[src/rtl/amp_mode_seq.sv]
module amp_mode_seq #(
  parameter int N_OUT    = 2,
  parameter int SW_DLY   = 5_500_000,
  parameter int AUD_DLY  = 11_000_000,
  parameter int HOLD_MIN = 5_000_000
) (
  input  logic             clk,
  input  logic             rst_n,
  input  logic [1:0]       mode_req,
  input  logic [N_OUT-1:0] short_hi,
  input  logic [N_OUT-1:0] short_lo,
  input  logic             fault,
  output logic             stage_en,
  output logic             audio_on,
  output logic [2:0]       status
);
  localparam int TW = $clog2(AUD_DLY + 1);
  localparam int HW = $clog2(HOLD_MIN + 1);

  typedef enum logic [2:0] {
    S_STBY = 3'd0, S_TEST = 3'd1, S_WAIT = 3'd2,
    S_MDLY = 3'd3, S_MUTE = 3'd4, S_OPER = 3'd5
  } st_t;

  st_t st, st_nx;
  logic [TW-1:0] tmr;
  logic [HW-1:0] hold;

  wire req_stby  = (mode_req == 2'b00);
  wire req_op    = mode_req[1];
  wire any_short = |{short_hi, short_lo};
  wire hold_ok   = (hold == HW'(HOLD_MIN - 1));
  wire sw_done   = (tmr == TW'(SW_DLY - 1));
  wire aud_ok    = (tmr >= TW'(AUD_DLY - 1));
  wire go_stby   = (st != S_STBY) && req_stby && hold_ok;

  always_comb begin
    st_nx = st;
    if (go_stby) st_nx = S_STBY;
    else begin
      case (st)
        S_STBY:         if (!req_stby) st_nx = S_TEST;
        S_TEST, S_WAIT: st_nx = any_short ? S_WAIT : S_MDLY;
        S_MDLY:         if (!fault && sw_done) st_nx = S_MUTE;
        S_MUTE:         if (fault) st_nx = S_MDLY;
                        else if (req_op && aud_ok) st_nx = S_OPER;
        S_OPER:         if (fault) st_nx = S_MDLY;
                        else if (!req_op) st_nx = S_MUTE;
        default:        st_nx = S_STBY;
      endcase
    end
  end

  always_ff @(posedge clk or negedge rst_n)
    if (!rst_n) st <= S_STBY;
    else        st <= st_nx;

  always_ff @(posedge clk or negedge rst_n)
    if (!rst_n) tmr <= '0;
    else if (st_nx == S_STBY) tmr <= '0;
    else if (st_nx == S_MDLY && (st != S_MDLY || fault)) tmr <= '0;
    else if ((st == S_MDLY || st == S_MUTE || st == S_OPER) && tmr != TW'(AUD_DLY))
      tmr <= tmr + 1'b1;

  always_ff @(posedge clk or negedge rst_n)
    if (!rst_n) hold <= '0;
    else if (st == S_STBY) hold <= '0;
    else if (!hold_ok) hold <= hold + 1'b1;

  assign stage_en = (st == S_MUTE) || (st == S_OPER);
  assign audio_on = (st == S_OPER);
  assign status   = st;

  a_r2_switch_delay: assert property (@(posedge clk) disable iff (!rst_n)
    $rose(stage_en) |-> ($past(st) == S_MDLY && $past(tmr) == TW'(SW_DLY - 1)));
  a_r3_audio_gate: assert property (@(posedge clk) disable iff (!rst_n)
    $rose(audio_on) |-> ($past(req_op) && $past(tmr) >= TW'(AUD_DLY - 1)));
  a_r6_wait_only_startup: assert property (@(posedge clk) disable iff (!rst_n)
    (st == S_WAIT) |-> ($past(st) == S_TEST || $past(st) == S_WAIT));
  a_r7_stby_hold: assert property (@(posedge clk) disable iff (!rst_n)
    (st == S_STBY && $past(st) != S_STBY) |-> $past(hold) == HW'(HOLD_MIN - 1));
  a_r8_stby_kills: assert property (@(posedge clk) disable iff (!rst_n)
    go_stby |=> (!stage_en && !audio_on));
  a_r9_fault_drop: assert property (@(posedge clk) disable iff (!rst_n)
    (fault && !go_stby && (st == S_MUTE || st == S_OPER)) |=> (st == S_MDLY && !stage_en));
endmodule

[config.mk]
export PLATFORM = sky130hd
export DESIGN_NAME = amp_mode_seq
export DESIGN_NICKNAME = d
export VERILOG_FILES = /design/src/rtl/amp_mode_seq.sv
export SDC_FILE = /design/constraint.sdc
export NUM_CORES = 1
export LEC_CHECK = 0
export ABC_AREA = 1
export BUFFER_PORTS_ARGS = -buffer_cell sky130_fd_sc_hd__buf_4
export CORE_ASPECT_RATIO = 1.25
export CORE_MARGIN = 2
export CORE_UTILIZATION = 30
export CTS_BUF_LIST = sky130_fd_sc_hd__clkbuf_4
export DETAILED_ROUTE_END_ITERATION = 16
export MAX_ROUTING_LAYER = met4
export PLACE_DENSITY_LB_ADDON = 0.25
export SKIP_CTS_REPAIR_TIMING = 1
export SLEW_MARGIN = 20
export SYNTH_ARGS = -nofsm -noshare
export SYNTH_HDL_FRONTEND = slang
export SYNTH_SLANG_ARGS = --single-unit
[constraint.sdc]
create_clock -name clk -period 3.4 [get_ports clk]
set_input_delay 0.68 -clock clk [delete_from_list [all_inputs] [get_ports clk]]
set_output_delay 0.68 -clock clk [all_outputs]
set_load 0.05 [all_outputs]
==> out/qor.yml <==
clocking:
  clockRootBuffer: "clkbuf_4"
  clock-sinks: 50
  cts.clk_slew.worst_paths_ps: 170
  cts_inserted_buffers: 5
  clock_latency_late_sink_ps: 380
  ctsHtreeMaxLevel: 2
  clock_path_buffers: 2
  tritoncts: "done"
critical_path:
  worst_ep_required_time_ps: 3670
  worst_setup_path_start_kind: "register"
  timing.critical_path.fanout_max: 20
  timing.setup.critical_path_class: "reg2reg"
  cp.arrival_ps: 2650
  end_kind: "register"
die:
  floorplan.initialDensity_pct: 30.4
  design.portCount: 14
  total_die_area_mm2: 0.0115
  row_count: 42
  fp.coreArea_mm2: 0.0105
  die_height_um: 119
  chipWidth_um: 96.4
routing:
  drcViolationCount: 0
  avgRoutedWirePerCell_um: 12.7
  finalWirelength_um: 7760
  routed_via_density: 4.80
  firstDrtPassIters: 5
  drt-initial-drc-count: 115
  antenna_left: 0
  vias: 2932
timing:
  setup-tns-final_ps: 0
  final-hold-violation-count: 0
  rsz0062_at_grt: "no"
  final.min_clock_period_ps: 2380
  worst_pin_slew_ps: 665
  timing.final.max_slew_violations: 0
  setup_ws_ps: 1020
  fmaxAchievable_mhz: 420
  finalCritPeriodShare_pct: 70.1
  worst_clock_skew_ps: 19.8
  setup_violations: 0
  max-slew-margin-rel_pct: 55.7
logic_synthesis:
  yosys_most_used_dff: "dfrtp_1"
  postSynthAreaPerCell_um2: 6.91
  yosys_top_cell_by_area: "dfrtp_1"
  syn-cell-area_mm2: 0.00320
  yosys_warnings: 0
  postSynthCellCount: 463
  synth_edf_count: 0
  register_area_share_after_synthesis_pct: 39.1
  number_of_synthesized_register_bits: 50
  area_share_of_the_largest_cell_type_after_synthesis_pct: 39.1
  postSynthNetCount: 475
  synth.top_cells.by_area: "dfrtp_1 (39%), nand2_1 (12%), nor2_1 (9.4%), inv_1 (8.9%), nand3_1 (4.2%)"
  async_flop_share_pct: 100
  synth.distinct_cells: 33
layout:
  layout.core_utilization_pct: 33.1
  area_growth_pct: 8.80
  layout-drive-gt1-share_pct: 6.89
  antenna_cells: 0
  count_of_filler_cells_inserted_in_the_layout: 1156
  most_frequent_standard_cell_in_the_layout_excluding_fill_and_tap_cells: "nand2_1"
  post-route-cell-area_mm2: 0.00348
  layout.cells.most_common_list: "nand2_1 (102), nor2_1 (80), inv_1 (76)"
  nets: 490
global_routing:
  grt_start_max_net_pins: 51
  antenna_found_initial: 0
  grt_pass1_vias: 3121
  grt.overflow.total: 0
  global_route.usage.total_pct: 15.0
  global_route_wire_length_before_repair_um: 13700
pwr:
  power_density_mw_per_mm2: 453
  p_leak_nw: 1.62
  post-layout-total-power_mw: 1.58
  irDropWorstVdd_v: 0.000232
flow_run:
  timing.max_cap.violations: 0
worst_hold_path:
  min_path_type: "in2async"
placed_design:
  place_ws_ps: 979
  post_dp_cell_area_mm2: 0.00342
  numPortBuffers: 13
  globalplace.congestion: 0.866
  dpl.hpwl_um: 5750
outcome:
  outcome: "completed"
==> metrics by stage <==
| stage | cells | hold slack, ps |
|---|---|---|
| 4_1_cts | 611 | 332 |
| 3_5_place_dp | 603 | 492 |
| 3_3_place_gp | 603 | 496 |
| 2_1_floorplan | 463 | 384 |
| 5_1_grt | 611 | 355 |
| 6_report | 611 | 309 |
==> Yosys cell counts (3+ instances only) <==
cell,n
o21ai_0,18
nor2_1,80
nand4_1,16
dfrtp_1,50
nor4_1,7
xor2_1,15
buf_6,3
nand2_1,102
a21oi_1,17
and3_1,3
inv_1,76
xnor2_1,3
nand3_1,27
a22oi_1,3
ha_1,3
nor3_1,19
==> power by group <==
group	leakage [nW]	internal (mW)	switching [mW]
registers	0.686	0.646	0.0389
logic	0.894	0.151	0.437
clock network	0.0356	0.0900	0.215
==> logic make-up (layout without fill, tap and decap cells) <==
kind of cell,count (synthesis),count (layout),share of synthesized area (%)
DFF,50,50,39.1
and+or+nand+nor,262,262,35.8
AOI/OAI and AO/OA,47,47,8.45
adders and majority gates,3,3,1.17
buffers and inverters,83,99,10.5
xor gates and xnor gates,18,18,4.93
==> final cells by class <==
cell class	count	area [µm²]	area share, %
Tap cell	132	165	4.75
Clock buffer	6	45.0	1.29
Timing Repair Buffer	14	105	3.02
Multi-Input combinational cell	330	1610	46.3
Clock inverter	2	13.8	0.396
Inverter	77	289	8.31
Sequential cell	50	1250	36.0
==> critical path, stage by stage, from the launching register on <==
cell	delay (ps)
dfrtp_1	440
nand3_1	250
nor3_1	350
nand3_1	160
nand2_2	290
inv_1	370
nand2_1	180
xor2_1	160
nor2_1	60
==> worst paths after layout <==
| check | startpoint | end | slack (ps) | depth (start not counted) |
|---|---|---|---|---|
| setup reg to reg | tmr[16]$_DFFE_PN0P_ | tmr[2]$_DFFE_PN0P_ | 1020 | 8 |
| hold reg to reg | hold[19]$_DFFE_PN0P_ | hold[19]$_DFFE_PN0P_ | 520 | 1 |
| setup / recovery | tmr[16]$_DFFE_PN0P_ | tmr[2]$_DFFE_PN0P_ | 1020 | 8 |
| hold / removal | rst_n | tmr[20]$_DFFE_PN0P_ | 310 | 1 |
| max in group asynchronous | rst_n | hold[17]$_DFFE_PN0P_ | 2630 | 1 |
| min in group clk | hold[19]$_DFFE_PN0P_ | hold[19]$_DFFE_PN0P_ | 520 | 1 |
==> sequential cells by signal, summed over array words and instances (netlist names) <==
name / count
status: 3
tmr: 24
hold: 23
==> layer usage <==
layer  up-vias  share of wire [%]  track usage [%]
li1       1506                  -                -
met1      1388                 44             17.5
met2        25                 52             26.2
met3        13                1.6             2.21
met4         0                2.0             4.93
met5         -                  0                -
Power figures use the tool's default switching activity.
